`src/rtl/mbx_pkg.sv`:
```
package mbx_pkg;

    localparam int NUM_PORTS = 2;
    localparam int NUM_FLAGS = 2;

    typedef enum logic [0:0] {
        SIDE_LT = 1'b0,
        SIDE_RT = 1'b1
    } side_e;

    // Decoded mailbox hits of one port, already gated by that port's busy.
    typedef struct packed {
        logic wr_top;   // write of the all-ones word
        logic wr_sub;   // write of the all-ones-minus-one word
        logic rd_top;   // read of the all-ones word
        logic rd_sub;   // read of the all-ones-minus-one word
    } mbx_hit_t;

    // Raw request of one port.
    typedef struct packed {
        logic en;
        logic wr;
        logic rd;
        logic busy;
    } mbx_ctl_t;

    // Resolve a request into write / read qualifiers; a write wins over a read.
    function automatic logic [1:0] mbx_kind(input mbx_ctl_t c);
        logic is_wr;
        logic is_rd;
        is_wr = c.en & c.wr;
        is_rd = c.en & c.rd & ~c.wr;
        return {is_wr, is_rd};
    endfunction

endpackage

```
`src/rtl/mbx_port_decode.sv`:
```
module mbx_port_decode
    import mbx_pkg::*;
#(
    parameter int ADDR_W = 15
) (
    input  mbx_ctl_t            ctl,
    input  logic [ADDR_W-1:0]   addr,
    output mbx_hit_t            hit
);
    localparam logic [ADDR_W-1:0] TOP_WORD = {ADDR_W{1'b1}};
    localparam logic [ADDR_W-1:0] SUB_WORD = {{(ADDR_W-1){1'b1}}, 1'b0};

    logic [1:0] kind;
    logic       at_top;
    logic       at_sub;
    logic       free;

    always_comb begin
        kind   = mbx_kind(ctl);
        at_top = (addr == TOP_WORD);
        at_sub = (addr == SUB_WORD);
        free   = ~ctl.busy;
        hit.wr_top = free & kind[1] & at_top;
        hit.wr_sub = free & kind[1] & at_sub;
        hit.rd_top = free & kind[0] & at_top;
        hit.rd_sub = free & kind[0] & at_sub;
    end

endmodule

```
`src/rtl/mbx_flag_cell.sv`:
```
module mbx_flag_cell (
    input  logic clk,
    input  logic rst,
    input  logic set_i,
    input  logic clr_i,
    output logic flag_o
);
    always_ff @(posedge clk) begin
        if (rst)
            flag_o <= 1'b0;
        else if (set_i)
            flag_o <= 1'b1;
        else if (clr_i)
            flag_o <= 1'b0;
    end

    // a set in the same cycle as a clear leaves the flag raised
    a_r9_set_wins: assert property (@(posedge clk) disable iff (rst)
        set_i |=> flag_o);

    // a clear with no competing set drops the flag
    a_r4_clear_drops: assert property (@(posedge clk) disable iff (rst)
        (clr_i && !set_i) |=> !flag_o);

    // with neither request the flag keeps its value
    a_r10_flag_holds: assert property (@(posedge clk) disable iff (rst)
        (!set_i && !clr_i) |=> $stable(flag_o));

endmodule

```
`src/rtl/mbx_irq_flags.sv`:
```
module mbx_irq_flags
    import mbx_pkg::*;
#(
    parameter int ADDR_W = 15
) (
    input  logic              clk,
    input  logic              rst,
    input  logic              lt_en,
    input  logic              lt_wr,
    input  logic              lt_rd,
    input  logic [ADDR_W-1:0] lt_addr,
    input  logic              lt_busy,
    input  logic              rt_en,
    input  logic              rt_wr,
    input  logic              rt_rd,
    input  logic [ADDR_W-1:0] rt_addr,
    input  logic              rt_busy,
    output logic              lt_irq_n,
    output logic              rt_irq_n
);
    mbx_ctl_t          ctl  [NUM_PORTS];
    logic [ADDR_W-1:0] addr [NUM_PORTS];
    mbx_hit_t          hit  [NUM_PORTS];
    logic              set_v [NUM_FLAGS];
    logic              clr_v [NUM_FLAGS];
    logic              flag  [NUM_FLAGS];

    always_comb begin
        ctl[SIDE_LT]  = '{en: lt_en, wr: lt_wr, rd: lt_rd, busy: lt_busy};
        ctl[SIDE_RT]  = '{en: rt_en, wr: rt_wr, rd: rt_rd, busy: rt_busy};
        addr[SIDE_LT] = lt_addr;
        addr[SIDE_RT] = rt_addr;
    end

    for (genvar p = 0; p < NUM_PORTS; p++) begin : g_dec
        mbx_port_decode #(.ADDR_W(ADDR_W)) u_dec (
            .ctl  (ctl[p]),
            .addr (addr[p]),
            .hit  (hit[p])
        );
    end

    // Flag index follows the owning side: the left flag lives in the
    // lower word, the right flag in the top word.
    always_comb begin
        set_v[SIDE_LT] = hit[SIDE_RT].wr_sub;
        clr_v[SIDE_LT] = hit[SIDE_LT].rd_sub;
        set_v[SIDE_RT] = hit[SIDE_LT].wr_top;
        clr_v[SIDE_RT] = hit[SIDE_RT].rd_top;
    end

    for (genvar f = 0; f < NUM_FLAGS; f++) begin : g_flag
        mbx_flag_cell u_cell (
            .clk    (clk),
            .rst    (rst),
            .set_i  (set_v[f]),
            .clr_i  (clr_v[f]),
            .flag_o (flag[f])
        );
    end

    assign lt_irq_n = ~flag[SIDE_LT];
    assign rt_irq_n = ~flag[SIDE_RT];

    // reset releases both interrupts
    a_r1_reset_idle: assert property (@(posedge clk)
        rst |=> (lt_irq_n && rt_irq_n));

    // a busy left port cannot raise the right interrupt
    a_r6_busy_lt_no_set: assert property (@(posedge clk) disable iff (rst)
        (lt_busy && rt_irq_n) |=> rt_irq_n);

    // a busy right port cannot raise the left interrupt
    a_r6_busy_rt_no_set: assert property (@(posedge clk) disable iff (rst)
        (rt_busy && lt_irq_n) |=> lt_irq_n);

    // a busy right port cannot release its own interrupt
    a_r7_busy_rt_no_clr: assert property (@(posedge clk) disable iff (rst)
        (rt_busy && !rt_irq_n) |=> !rt_irq_n);

    // a busy left port cannot release its own interrupt
    a_r7_busy_lt_no_clr: assert property (@(posedge clk) disable iff (rst)
        (lt_busy && !lt_irq_n) |=> !lt_irq_n);

    // only the right port releases the right interrupt
    a_r4_rt_owner_only: assert property (@(posedge clk) disable iff (rst)
        (!rt_en && !rt_irq_n) |=> !rt_irq_n);

    // only the left port releases the left interrupt
    a_r4_lt_owner_only: assert property (@(posedge clk) disable iff (rst)
        (!lt_en && !lt_irq_n) |=> !lt_irq_n);

endmodule

```
`config.mk`:
```
export PLATFORM = sky130hd
export DESIGN_NAME = mbx_irq_flags
export DESIGN_NICKNAME = d
export VERILOG_FILES = /design/src/rtl/mbx_pkg.sv /design/src/rtl/mbx_port_decode.sv /design/src/rtl/mbx_flag_cell.sv /design/src/rtl/mbx_irq_flags.sv
export SDC_FILE = /design/constraint.sdc
export NUM_CORES = 1
export LEC_CHECK = 0
export BUFFER_PORTS_ARGS = -buffer_cell sky130_fd_sc_hd__buf_4
export CAP_MARGIN = 20
export CORE_AREA = 2 2 39 41
export CTS_CLUSTER_SIZE = 12
export DETAILED_ROUTE_END_ITERATION = 10
export DIE_AREA = 0 0 41 43
export SLEW_MARGIN = 20
export SYNTH_ARGS = -nofsm -noshare
export SYNTH_HDL_FRONTEND = slang
export SYNTH_SLANG_ARGS = --single-unit
```
`constraint.sdc`:
```
create_clock -name clk -period 1.9 [get_ports clk]
set_input_delay 0.19 -clock clk [delete_from_list [all_inputs] [get_ports clk]]
set_output_delay 0.19 -clock clk [all_outputs]
set_load 0.05 [all_outputs]
```
# Word level (Yosys, flattened, before mapping)
# Cells that the tools add are included.
# op_classes
bitwise_logic	20
reduce_logical	2
muxes	4
eq_ne	4
# op_table
op	count
$eq A15 B15 Y1 const B	4
$and A1 B1 Y1	14
$not A1 Y1	6
$mux W1	4
$reduce_bool A2 Y1	2
# totals
in_bits	40
output_inout_bits	2
wordCells	32
register_bits	2

# Longest topological paths before layout
# logic_depth
ltp_word	6
ltp_mapped	4
mapped_depth_nobuf	4

# Modules after synthesis
# Synthesis repeated with hierarchy kept, for this count alone.
# hier_totals
hier_cells	32
hier_area_um2	255.2
# modules_own_cells
module	n_inst	seq_area_each_um2	area_each_um2	cells_per_inst
mbx_port_decode	2	0.0	85.1	11
mbx_flag_cell	2	20.0	38.8	4
mbx_irq_flags	1	0.0	7.5	2

# Worst setup path after synthesis
# No wires, ideal clock.
# synth_timing
path_kind	input to register
startpoint	input port rt_busy
endpoint	register g_flag[1].u_cell.flag_o
required_ns	1.763
path_buffers	0
path_stages	4
setup_ns	0.137
arrival_time_ns	0.878
slack_ns	0.885
path_cell_list	nand4b_1 -> nor4_2 -> and4b_1 -> o31ai_1
# synth_between
elab_chain_cells	4
# synth_lines
item	line_no	text
from (decl)	mbx_irq_flags.sv:17	input logic rt_busy,
$not A1 Y1	mbx_port_decode.sv:22	free = ~ctl.busy;
$and A1 B1 Y1 (2 in series)	mbx_port_decode.sv:25	hit.rd_top = free & kind[0] & at_top;
$reduce_bool A2 Y1 (no source line)	n/a	
to (signal assigned)	mbx_flag_cell.sv:10	flag_o <= 1'b0;
to (signal assigned)	mbx_flag_cell.sv:12	flag_o <= 1'b1;
to (signal assigned)	mbx_flag_cell.sv:14	flag_o <= 1'b0;
to (decl)	mbx_flag_cell.sv:6	output logic flag_o
# No other way between the ends.
# A chain may end at the register's enable or synchronous reset.

# Final worst setup path
# layout_timing
startpoint	input port lt_busy
endpoint	register g_flag[0].u_cell.flag_o
# layout_between
elab_chain_cells	4
# layout_lines
item	line_no	text
from (decl)	mbx_irq_flags.sv:12	input logic lt_busy,
$not A1 Y1	mbx_port_decode.sv:22	
$and A1 B1 Y1	n/a	
$and A1 B1 Y1	mbx_port_decode.sv:26	hit.rd_sub = free & kind[0] & at_sub;
$reduce_bool A2 Y1 (no source line)	n/a	
to (signal assigned)	mbx_flag_cell.sv:10	
to (signal assigned)	mbx_flag_cell.sv:12	
to (signal assigned)	mbx_flag_cell.sv:14	
to (decl)	mbx_flag_cell.sv:6	
# No other way between the ends.

==> metrics.txt <==
Pint 0.165 mW; Worst-path clk slew 0.03 ns; Final Cycle Share 0.519; Hold Vio Cnt, Final 0; DR vias 373; CP max FO 2; most flop-heavy register g_flag.u_cell.flag_o; CORE AREA ~0.0014 mm^2; Area Overhead vs Synth 196%; via density per instance ~4.6; first-pass GRT wire length 1370 um; Std-Cell Rows 14; CP Launch Type input port; Port Buffers 41; gr usage total 0.111; H-tree levels 1; P_sw 0.0405 mW; critical path's top delay family simple AND/OR/NAND/NOR gates; final setup vio count 0; Hold Crit Class input port to flop; Synth cell types 10; DR DRC count 0; Root Driver clkbuf_4; CTS buffer count 3; post-cts sizing count 0; Yosys warnings 0; total gr overflow 0; MaxCap Viol Count 0; Worst Tran Pin Value 0.270 ns; clk_lat worst skew 0.22 ns; First DRT Iteration DRCs 4; die area 0.00176 mm^2; Clock Power Share 0.464; WHS 0.178 ns; TritonCTS clock tree yes; fill cell count roughly 160; Syn Nets 61; Initial Utilization 0.129; CTS Sinks 2; Worst Path Class, Setup input port to flop; Die X 41 um; ANT cells 0; initial antenna violation count 0; DR pass1 iterations 4; post-route ant nets 0; Tmin final 0.987 ns; Final Util 0.382; register area share after synthesis 0.224; Die H 43 um; Largest regs g_flag.u_cell.flag_o: 2 flops; Critical Path, Cell by Cell buf_4, nand4b_1, nor4_2, a311oi_1, a31o_1; Cells after Synth 21; Setup crit end kind flop; Worst Path Arrival 1.10 ns; Placer Congestion 0.638; Post-Route WL 813 um; Worst path max stage delay about 0.28 ns; slowest stage cell, crit path nor4_2; CTS Buffer Depth 2; NumNets Final between 100 and 150; Setup Skew 0 ns; hold_buf cts 0; worst path required time between 2 and 2.5 ns; Flop pwr share 0.206; slew margin rel. 0.818; Setup Buffers After CTS 0; largest net degree at the start of global routing 5; combinational power share 0.330; RSZ-0062 raised after global routing false; layout cells sized above 1 0.708; Pwr Density 389 mW/mm^2; Avg Cell Area, Syn 8.52 um^2; Cell Area, Synth 179 um^2; Worst IR Drop VDD 0.149 mV; drt wl/cell ~10 um; num ports 42; Fmax achieved 1.01 GHz; CP bufs+invs 1; Leak around 0.25 nW; Sum Neg Setup Slack 0 ns; status finished, final reports clean; vias in the first global route just under 400; max FFs per register 2; Synth Register Bits 2; Slew Viols, Final 0; Sw Ratio 0.197
[through the flow]
| stage | cells | setup WS (ns) | instance area, um^2 | power [mW] |
|---|---|---|---|---|
| detailed placement | 78 | 0.675 | 507 | 0.112 |
| finish | 81 | 0.913 | 529 | 0.206 |
| floorplan | 21 | 0.885 | 179 | 0.0486 |
| global route | 81 | 0.827 | 529 | 0.222 |
| CTS | 81 | 0.910 | 529 | 0.211 |
| global placement | 78 | 0.672 | 507 | 0.110 |
[synthesized netlist by cell type]
| cell | n | area, um^2 |
|---|---|---|
| nand4_1 | 6 | 37.5 |
| nand4b_1 | 3 | 26.3 |
| dfxtp_1 | 2 | 40.0 |
| inv_1 | 2 | 7.51 |
| nor2_1 | 2 | 7.51 |
| nor4_2 | 2 | 25.0 |
| a311oi_1 | 1 | 8.76 |
| a31o_1 | 1 | 8.76 |
| and4b_1 | 1 | 10.0 |
| o31ai_1 | 1 | 7.51 |
[power by group through the flow]
stage	clock network, mW	logic, mW	registers [mW]
2_1_floorplan	0	0.00571	0.0429
3_3_place_gp	0	0.0675	0.0429
3_5_place_dp	0	0.0688	0.0429
4_1_cts	0.100	0.0688	0.0423
5_1_grt	0.106	0.0741	0.0423
6_report	0.0955	0.0680	0.0423
[layout by cell type (no fill, tap or decap), drive strengths merged, types with 2 or more instances in the layout]
master and instances:
buf 41, inv 2, clkbuf 3, nand4b 3
dfxtp 2, nor2 2, nor4 2, nand4 6
[logic make-up (layout without fill, tap and decap cells)]
| group | count (synthesis) | in the layout | synth area share |
|---|---|---|---|
| buffers and inverters | 2 | 46 | 0.0420 |
| DFF | 2 | 2 | 0.224 |
| and+or+nand+nor | 14 | 14 | 0.594 |
| AOI/OAI and AO/OA | 3 | 3 | 0.140 |
[final timing paths]
check / startpoint / to / slack (ns) / depth (start not counted)
worst max register to register: g_flag[0].u_cell.flag_o$_SDFFE_PP0P_ / g_flag[0].u_cell.flag_o$_SDFFE_PP0P_ / 1.15 / 3
worst min register to register: g_flag[1].u_cell.flag_o$_SDFFE_PP0P_ / g_flag[1].u_cell.flag_o$_SDFFE_PP0P_ / 0.46 / 2
worst min-delay path: rst / g_flag[1].u_cell.flag_o$_SDFFE_PP0P_ / 0.18 / 2
worst max-delay path: lt_busy / g_flag[0].u_cell.flag_o$_SDFFE_PP0P_ / 0.91 / 5
[per-layer routing]
layer  global-route usage  part of all wire  wire, um  vias to the layer above
met5                    0                 0         0                        -
met1                0.105              0.29       238                      163
met4               0.0600             0.023        19                        0
met2                0.203              0.54       438                       28
li1                     -                 -         -                      180
met3               0.0209              0.14       116                        2
[area by class of cell]
cell class | count | area, um^2 | share of cell area
clock buffer | 3 | 22.5 | 0.0426
inverter | 2 | 7.51 | 0.0142
multi-input combinational | 17 | 131 | 0.248
sequential | 2 | 40.0 | 0.0757
tap | 16 | 20.0 | 0.0378
timing repair buffer | 41 | 308 | 0.582
Note: power is estimated with default switching activity, not from simulation.
